==> src/rtl/gpio_dir_pkg.sv <==
package gpio_dir_pkg;

  // Decoded register strobes passed from control to datapath.
  typedef struct packed {
    logic dirWr;
    logic dataWr;
    logic rdDir;
    logic rdData;
  } ctrlStrb_t;

endpackage

==> src/rtl/gpio_dir_ctrl.sv <==
module gpio_dir_ctrl
  import gpio_dir_pkg::*;
#(
  parameter int ADDR_W   = 8,
  parameter int DATA_OFF = 'h00,
  parameter int DIR_OFF  = 'h04
) (
  input  logic              busWrEn,
  input  logic              busRdEn,
  input  logic [ADDR_W-1:0] busAddr,
  output ctrlStrb_t         strb
);

  localparam logic [ADDR_W-1:0] DataAddr = ADDR_W'(DATA_OFF);
  localparam logic [ADDR_W-1:0] DirAddr  = ADDR_W'(DIR_OFF);

  logic hitData;
  logic hitDir;

  always_comb begin
    hitData     = (busAddr == DataAddr);
    hitDir      = (busAddr == DirAddr);
    strb.dirWr  = busWrEn && hitDir;
    strb.dataWr = busWrEn && hitData;
    strb.rdDir  = busRdEn && hitDir;
    strb.rdData = busRdEn && hitData;
  end

endmodule

==> src/rtl/gpio_dir_datapath.sv <==
module gpio_dir_datapath
  import gpio_dir_pkg::*;
#(
  parameter int PIN_N  = 16,
  parameter int LANE_W = 8,
  parameter int SYNC_N = 2
) (
  input  logic                     clk,
  input  logic                     rstN,
  input  ctrlStrb_t                strb,
  input  logic [PIN_N/LANE_W-1:0]  laneEn,
  input  logic [PIN_N-1:0]         wrData,
  input  logic [PIN_N-1:0]         pinGpioSel,
  input  logic [PIN_N-1:0]         altOutEn,
  input  logic [PIN_N-1:0]         altOutVal,
  input  logic [PIN_N-1:0]         padIn,
  output logic [PIN_N-1:0]         padOutEn,
  output logic [PIN_N-1:0]         padOutVal,
  output logic [PIN_N-1:0]         rdData,
  output logic                     pullUpEn
);

  localparam int LaneN = PIN_N / LANE_W;

  logic [PIN_N-1:0] dirQ, dirD;
  logic [PIN_N-1:0] latchQ, latchD;
  logic [PIN_N-1:0] laneMask;
  logic             pullOffQ;
  logic [PIN_N-1:0] syncQ [SYNC_N];
  logic [PIN_N-1:0] syncOut;
  logic [PIN_N-1:0] drvMask;
  logic [PIN_N-1:0] rdNext;

  // Expand byte-lane enables into a bit mask.
  for (genvar l = 0; l < LaneN; l++) begin : gLane
    assign laneMask[l*LANE_W +: LANE_W] = {LANE_W{laneEn[l]}};
  end

  always_comb begin
    dirD   = strb.dirWr  ? ((dirQ   & ~laneMask) | (wrData & laneMask)) : dirQ;
    latchD = strb.dataWr ? ((latchQ & ~laneMask) | (wrData & laneMask)) : latchQ;
  end

  always_ff @(posedge clk or negedge rstN) begin
    if (!rstN) begin
      dirQ     <= '0;
      latchQ   <= '0;
      pullOffQ <= 1'b0;
    end else begin
      dirQ   <= dirD;
      latchQ <= latchD;
      if (strb.dirWr && (|laneEn)) pullOffQ <= 1'b1;
    end
  end

  // Pad input synchronizer chain.
  for (genvar s = 0; s < SYNC_N; s++) begin : gSync
    always_ff @(posedge clk or negedge rstN) begin
      if (!rstN) syncQ[s] <= '0;
      else if (s == 0) syncQ[s] <= padIn;
      else syncQ[s] <= syncQ[(s == 0) ? 0 : s-1];
    end
  end
  assign syncOut = syncQ[SYNC_N-1];

  // Per-pin output muxing between GPIO and alternate function.
  for (genvar p = 0; p < PIN_N; p++) begin : gPin
    always_comb begin
      if (pinGpioSel[p]) begin
        padOutEn[p]  = dirQ[p];
        padOutVal[p] = latchQ[p];
      end else begin
        padOutEn[p]  = altOutEn[p];
        padOutVal[p] = altOutVal[p];
      end
    end
  end

  always_comb begin
    drvMask = pinGpioSel & dirQ;
    if (strb.rdDir)       rdNext = dirQ;
    else if (strb.rdData) rdNext = (latchQ & drvMask) | (syncOut & ~drvMask);
    else                  rdNext = '0;
  end

  always_ff @(posedge clk or negedge rstN) begin
    if (!rstN) rdData <= '0;
    else       rdData <= rdNext;
  end

  assign pullUpEn = !pullOffQ;

endmodule

==> src/rtl/gpio_dir_port.sv <==
module gpio_dir_port
  import gpio_dir_pkg::*;
#(
  parameter int PIN_N    = 16,
  parameter int ADDR_W   = 8,
  parameter int LANE_W   = 8,
  parameter int DATA_OFF = 'h00,
  parameter int DIR_OFF  = 'h04
) (
  input  logic                    clk,
  input  logic                    rstN,
  input  logic                    busWrEn,
  input  logic                    busRdEn,
  input  logic [ADDR_W-1:0]       busAddr,
  input  logic [PIN_N/LANE_W-1:0] busByteEn,
  input  logic [PIN_N-1:0]        busWrData,
  output logic [PIN_N-1:0]        busRdData,
  input  logic [PIN_N-1:0]        pinGpioSel,
  input  logic [PIN_N-1:0]        altOutEn,
  input  logic [PIN_N-1:0]        altOutVal,
  input  logic [PIN_N-1:0]        padIn,
  output logic [PIN_N-1:0]        padOutEn,
  output logic [PIN_N-1:0]        padOutVal,
  output logic                    pullUpEn
);

  ctrlStrb_t strb;

  gpio_dir_ctrl #(
    .ADDR_W(ADDR_W), .DATA_OFF(DATA_OFF), .DIR_OFF(DIR_OFF)
  ) ctrl_i (
    .busWrEn(busWrEn), .busRdEn(busRdEn), .busAddr(busAddr), .strb(strb)
  );

  gpio_dir_datapath #(
    .PIN_N(PIN_N), .LANE_W(LANE_W), .SYNC_N(2)
  ) dp_i (
    .clk(clk), .rstN(rstN), .strb(strb), .laneEn(busByteEn),
    .wrData(busWrData), .pinGpioSel(pinGpioSel), .altOutEn(altOutEn),
    .altOutVal(altOutVal), .padIn(padIn), .padOutEn(padOutEn),
    .padOutVal(padOutVal), .rdData(busRdData), .pullUpEn(pullUpEn)
  );

endmodule

==> config.mk <==
export PLATFORM = sky130hd
export DESIGN_NAME = gpio_dir_port
export DESIGN_NICKNAME = d
export VERILOG_FILES = /design/src/rtl/gpio_dir_pkg.sv /design/src/rtl/gpio_dir_ctrl.sv /design/src/rtl/gpio_dir_datapath.sv /design/src/rtl/gpio_dir_port.sv
export SDC_FILE = /design/constraint.sdc
export NUM_CORES = 1
export LEC_CHECK = 0
export ABC_AREA = 1
export BUFFER_PORTS_ARGS = -buffer_cell sky130_fd_sc_hd__buf_2
export CAP_MARGIN = 20
export CORE_AREA = 2 2 103 95
export DETAILED_ROUTE_END_ITERATION = 8
export DIE_AREA = 0 0 105 97
export PLACE_DENSITY = 0.79
export SYNTH_ARGS = -nofsm -noshare
export SYNTH_HDL_FRONTEND = slang
export SYNTH_SLANG_ARGS = --single-unit
==> constraint.sdc <==
create_clock -name clk -period 1.1 [get_ports clk]
set_input_delay 0.11 -clock clk [delete_from_list [all_inputs] [get_ports clk]]
set_output_delay 0.11 -clock clk [all_outputs]
set_load 0.05 [all_outputs]
==> results.tsv, run 1 <==
stage	metric	value	unit
global_routing	global route overflow	0	
finish	commonest non-fill, non-tap cells in the layout	136 x nand2_1, 104 x buf_2, 81 x dfrtp_1	
finish	fillers	734	
outcome	violated checks	negative setup slack	
finish	Post-Layout Cell Count	732	
place	post-DP HPWL	6920	um
global_routing	initial antenna violation count	0	
timing	final slew viol count	0	
timing	highest clock rate	757	MHz
synth	synthesized area	3580	um^2
routing	total number of vias	3589	
cts	CTS Buf Count	9	
cts	clk buf depth	2	
routing	overall routed net length	11100	um
finish	diode count	0	
setup_path	CP max FO	2	
setup_path	register-to-register setup slack	0.03	ns
worst_hold_path	critical hold path startpoint	busWrData[1]	
die	Die ar.	10200	um^2
setup_path	CP arrival	1.21	ns
setup_path	critical path class	flip-flop to output pin	
cts	clk_lat worst skew	0.36	ns
synth	simple-gate portion of the synthesized area	0.311	
die	Core Area	9000	um^2
synth	mux share of post-synthesis cell area	0.0471	
global_routing	first-pass GRT wire length	17600	um
finish	most common cell after layout, fill and taps aside	nand2_1	
pwr	Power Density	1080	nW/um^2
routing	drt initial violations	176	
finish	nets@finish	700	
setup_path	Worst Setup End Kind	output pin	
die	Initial Util	0.398	
die	num ports	143	
die	Die Y	97	um
cts	CTS Sinks	81	
synth	post-synthesis xor/xnor area fraction	0	
setup_path	Reg2Reg Depth	6	
synth	largest family of logic cells by synthesized area	simple AND/OR/NAND/NOR gates	
pwr	cell leakage power	3.21	nW
synth	mean post-synth cell area	9.48	um^2
synth	library cells used by synthesis	19	
pwr	logic gate share of total power	0.185	
finish	layout cell share with drive strength beyond 1	0.479	
cts	CTS H-tree depth	3	
cts	clk slew on worst S/H paths	0.08	ns
worst_hold_path	Hold Path Class	primary input to flip-flop	
pwr	Peak VDD IR	0.642	mV
pwr	Sw Pwr	1.74	mW
pwr	Sw Share	0.282	
pwr	Clk network pwr share	0.311	
routing	DRT Pass-1 Iters	5	
global_routing	vias in the first global route	3706	
timing	RSZ-0062 raised after global routing	true	
timing	final setup vio count	32	
timing	Final Hold Fails	0	
finish	Synth-to-Final Area Change	59.7	%
routing	drt drc	0	
global_routing	Tot GR Track Use	0.219	
pwr	Pint	4.43	mW
synth	flip-flop and latch count after synthesis	81	
timing	Slew @ Worst Pin	0.336	ns
timing	worst setup slack after layout	-0.221	ns
finish	final core occ	0.636	
routing	DR vias/cell	4.90	
timing	slew margin rel.	0.776	
setup_path	Worst setup SP type	flip-flop	
die	DIE WIDTH	105	um
pwr	sequential share of power	0.504	
synth	syn nets	472	
die	Rows	33	
setup_path	worst endpoint required time	0.99	ns
timing	minimum clock period	1.32	ns
timing	Setup Skew	0.00946	ns
synth	sequential element share of the synthesized area	0.565	
flow_run	max_cap viols	0	
outcome	outcome	complete, but fails checks	
synth	Synthesis Warnings	0	
setup_path	r2r endpoint	dp_i.rdData[11]	
timing	Tcrit/Tclk final	1.20	
cts	CTS tree	yes	
routing	DR WL/cell	15.2	um
place	final RePlAce weighted congestion	0.771	
synth	Gate Count Post-Synth	378	
routing	final antenna-violating net count	0	
worst_hold_path	WHS Path Cells	3	
global_routing	pin count of the biggest net entering global routing	33	
place	Placed Cells	645	
synth	Adder-Cell Fraction of Synth Area	0	
place	IO Port Bufs	142	
cts	CTS root buffer	clkbuf_8	
synth	Synth Area in Compound Gates	0.0251	
[critical path, cell delays in order, from the launching register on]
cell and delay [ns]:
dfrtp_1 0.42, mux2_4 0.29, buf_8 0.15
[layout make-up]
type	count	area, um^2	share of cell area
clock buffer	10	138	0.0240
inverter	23	86.3	0.0151
timing repair buffer	231	1760	0.308
sequential	81	2030	0.354
clock inverter	5	32.5	0.00568
tap	122	153	0.0267
multi-input combinational	260	1530	0.267
[Yosys cell counts]
cell       n  area, um^2
inv_1     22        82.6
nand3_4    4        70.1
nand2_4    2        22.5
inv_2      1        3.75
nor2_1     3        11.3
buf_2      9        45.0
nor2_2     4        25.0
buf_6      4        45.0
nand2_2    1        6.26
nor2_8     3        60.1
nand3_1   16        80.1
o21ai_0   17        85.1
nand2_1  151         567
nand4_1   42         263
a21oi_1    1        5.00
dfrtp_1   81        2030
nor3_2     1        10.0
buf_4      1        7.51
mux2_2    15         169
[how the worst max path moves through the flow]
stage,startpoint,endpoint,slack [ns],depth (start not counted)
floorplan,flip-flop,padOutEn[0],0.08,2
global placement,busAddr[7],dp_i.rdData[12],-0.01,8
detailed placement,busAddr[5],dp_i.rdData[2],-0.06,8
CTS,flip-flop,padOutVal[14],-0.22,2
global route,flip-flop,padOutVal[14],-0.24,2
finish,flip-flop,padOutVal[6],-0.22,2
[power groups by stage]
stage | registers [mW] | clock network (mW) | logic [mW]
floorplan | 3.16 | 0 | 0.491
CTS | 3.10 | 1.97 | 1.08
global placement | 3.17 | 0 | 0.796
detailed placement | 3.17 | 0 | 0.821
finish | 3.11 | 1.92 | 1.14
global route | 3.12 | 2.11 | 1.22
[kinds of logic (layout without fill, tap and decap cells)]
family,Yosys count,count (layout)
AND/OR/NAND/NOR,227,227
flip-flops,81,81
buffers and inverters,37,269
AO/OA/AOI/OAI,18,18
multiplexers,15,15
[metal layers]
| metal | GRT usage | wire length, um | up-vias | part of all wire |
|---|---|---|---|---|
| met5 | 0 | 0 | - | 0 |
| li1 | - | - | 1713 | - |
| met2 | 0.386 | 6010 | 135 | 0.54 |
| met3 | 0.0532 | 562 | 24 | 0.051 |
| met4 | 0.102 | 257 | 0 | 0.023 |
| met1 | 0.248 | 4290 | 1717 | 0.39 |
[through the flow]
stage | hold slack (ns) | setup WS [ns] | instance area (um^2) | TNS, ns | total power [mW]
after CTS | 0.000423 | -0.219 | 5480 | -4.41 | 6.14
final | 0.0173 | -0.221 | 5730 | -3.84 | 6.17
after floorplan | -0.186 | 0.0801 | 3590 | 0 | 3.65
after detailed placement | 0.0343 | -0.0618 | 4550 | -1.98 | 3.99
after global routing | 0.00770 | -0.244 | 5730 | -5.31 | 6.44
after global placement | 0.0315 | -0.00984 | 4550 | -0.115 | 3.96
[what timing repair did]
item,CTS,global route
setup endpoints to repair,33,37
pin swaps,15,6
buffers inserted,35,19
hold buffers,18,0
gates resized for setup,99,33
hold endpoints to repair,98,0
Power figures use the tool's default switching activity.
==> run 2: changes to the inputs <==
--- a/config.mk
+++ b/config.mk
@@ -11,6 +11,7 @@
 export CORE_AREA = 2 2 103 95
 export DETAILED_ROUTE_END_ITERATION = 8
 export DIE_AREA = 0 0 105 97
+export GPL_TIMING_DRIVEN = 0
 export PLACE_DENSITY = 0.79
 export SYNTH_ARGS = -nofsm -noshare
 export SYNTH_HDL_FRONTEND = slang
==> results.tsv, run 2 (same netlist as run 1, synthesis figures left out) <==
stage	metric	value	unit	change
outcome	outcome	complete, but fails checks		
outcome	violated checks	negative setup slack		
timing	Setup Skew	0.00574	ns	-0.00372 ns
flow_run	max_cap viols	0		unchanged
worst_hold_path	WHS Path Cells	3		unchanged
pwr	Sw Share	0.272		-0.0100
timing	slew margin rel.	0.645		-0.131
die	Die ar.	10200	um^2	unchanged
timing	Slew @ Worst Pin	0.533	ns	+0.197 ns
cts	clk_lat worst skew	0.34	ns	-0.02 ns
finish	Design Area, Final	5630	um^2	-1.6%
finish	final core occ	0.626		-0.0101
setup_path	Worst Setup End Kind	output pin		
finish	commonest non-fill, non-tap cells in the layout	136 x nand2_1, 113 x buf_2, 81 x dfrtp_1		
cts	clk slew on worst S/H paths	0.08	ns	about the same
routing	final antenna-violating net count	0		unchanged
setup_path	register-to-register setup slack	0.03	ns	about the same
place	IO Port Bufs	139		-2.1%
finish	Synth-to-Final Area Change	57.2	%	
global_routing	first-pass GRT wire length	17400	um	-1.6%
routing	drt drc	0		unchanged
timing	highest clock rate	773	MHz	+2.0%
pwr	Sw Pwr	1.66	mW	-4.6%
timing	Tcrit/Tclk final	1.18		-0.0240
routing	DR WL/cell	15.8	um	+3.8%
place	final RePlAce weighted congestion	0.801		+3.9%
global_routing	initial antenna violation count	1		+1
cts	clk buf depth	2		unchanged
finish	diode count	0		unchanged
pwr	Clk network pwr share	0.306		-0.005
die	Initial Util	0.398		unchanged
pwr	logic gate share of total power	0.185		about the same
worst_hold_path	critical hold path startpoint	busWrData[2]		
cts	CTS root buffer	clkbuf_8		
timing	RSZ-0062 raised after global routing	true		
die	Die Y	97	um	unchanged
finish	nets@finish	697		-0.43%
die	DIE WIDTH	105	um	unchanged
die	Core Area	9000	um^2	unchanged
timing	minimum clock period	1.29	ns	-0.0264 ns
die	num ports	143		unchanged
routing	DR vias/cell	4.97		+1.3%
pwr	sequential share of power	0.509		+0.005
cts	CTS Sinks	81		unchanged
setup_path	Worst setup SP type	flip-flop		
pwr	Power Density	1080	nW/um^2	+0.57%
setup_path	critical path class	flip-flop to output pin		
finish	most common cell after layout, fill and taps aside	nand2_1		
routing	total number of vias	3606		+0.47%
setup_path	CP arrival	1.18	ns	-0.03 ns
place	placed cell area	4460	um^2	-1.9%
finish	fillers	731		-0.41%
routing	overall routed net length	11400	um	+3.0%
routing	drt initial violations	238		+35%
finish	layout cell share with drive strength beyond 1	0.477		-0.00187
pwr	Peak VDD IR	0.619	mV	-3.7%
setup_path	CP max FO	3		+1
timing	worst setup slack after layout	-0.194	ns	+0.0264 ns
global_routing	global route overflow	0		unchanged
pwr	Pint	4.44	mW	+0.35%
setup_path	Reg2Reg Depth	6		unchanged
worst_hold_path	Hold Path Class	primary input to flip-flop		
timing	Final Hold Fails	0		unchanged
pwr	cell leakage power	3.18	nW	-1.1%
die	Rows	33		unchanged
global_routing	pin count of the biggest net entering global routing	43		+30%
place	post-DP HPWL	6890	um	-0.38%
cts	CTS Buf Count	9		unchanged
cts	CTS tree	yes		
setup_path	worst endpoint required time	0.99	ns	about the same
timing	final setup vio count	32		unchanged
cts	CTS H-tree depth	3		unchanged
global_routing	Tot GR Track Use	0.217		-0.00129
global_routing	vias in the first global route	3629		-2.1%
timing	final slew viol count	0		unchanged
routing	DRT Pass-1 Iters	4		-1
run 2: cell count changes in the layout (fill, tap and decap cells not counted), sizes merged:
cell,delta
buf,+1
clkbuf,-2
clkinvlp,-3
dlygate4sd3,-1
clkinv,-1
run 2: metrics by stage:
stage	power, mW	setup slack (ns)	TNS [ns]	cells	hold WS (ns)
floorplan	3.65	0.0801	0	378	-0.186
global placement	3.94	-0.679	-57.48	639	0.218
detailed placement	3.97	-0.129	-4.50	640	0.126
CTS	6.08	-0.208	-4.09	711	0.00855
global route	6.34	-0.232	-5.09	726	0.00943
finish	6.10	-0.194	-3.64	726	0.0209
run 2: per-layer routing:
metal | track usage | wire (um)
met1 | 0.259 | 4540
met2 | 0.376 | 5770
met5 | 0 | 0
met3 | 0.0606 | 860
met4 | 0.0759 | 273
run 2: worst max-delay path, stage by stage (launching register included):
cell     delay (ns)
dfrtp_1        0.41
mux2_4         0.28
buf_8          0.15
run 2: worst paths after layout:
path                                    to
setup / recovery              padOutVal[2]
hold / removal                   flip-flop
setup reg to reg           dp_i.rdData[12]
hold reg to reg            dp_i.syncOut[6]
max in group asynchronous   dp_i.syncQ[28]
min in group asynchronous   dp_i.rdData[3]
run 2: power groups by stage:
stage	Clock [mW]	Combinational (mW)	Sequential (mW)
finish	1.87	1.13	3.11
global route	2.03	1.20	3.12
CTS	1.91	1.06	3.10
floorplan	0	0.491	3.16
global placement	0	0.767	3.17
detailed placement	0	0.799	3.17
run 2: final cells by class:
cell class,count,area [um^2],area share
clock buffer,11,151,0.0269
clock inverter,1,5.00,0.000888
multi-input combinational,260,1530,0.272
tap,122,153,0.0271
inverter,23,86.3,0.0153
timing repair buffer,214,1580,0.281
buffer,14,97.6,0.0173
sequential,81,2030,0.360
run 2: repair_timing:
| action | in CTS | in global routing |
|---|---|---|
| setup endpoints to repair | 33 | 34 |
| pin swaps | 16 | 4 |
| hold buffers | 17 | 0 |
| setup buffers | 42 | 15 |
| resized for setup | 101 | 29 |
| endpoints found under the hold margin | 55 | 0 |
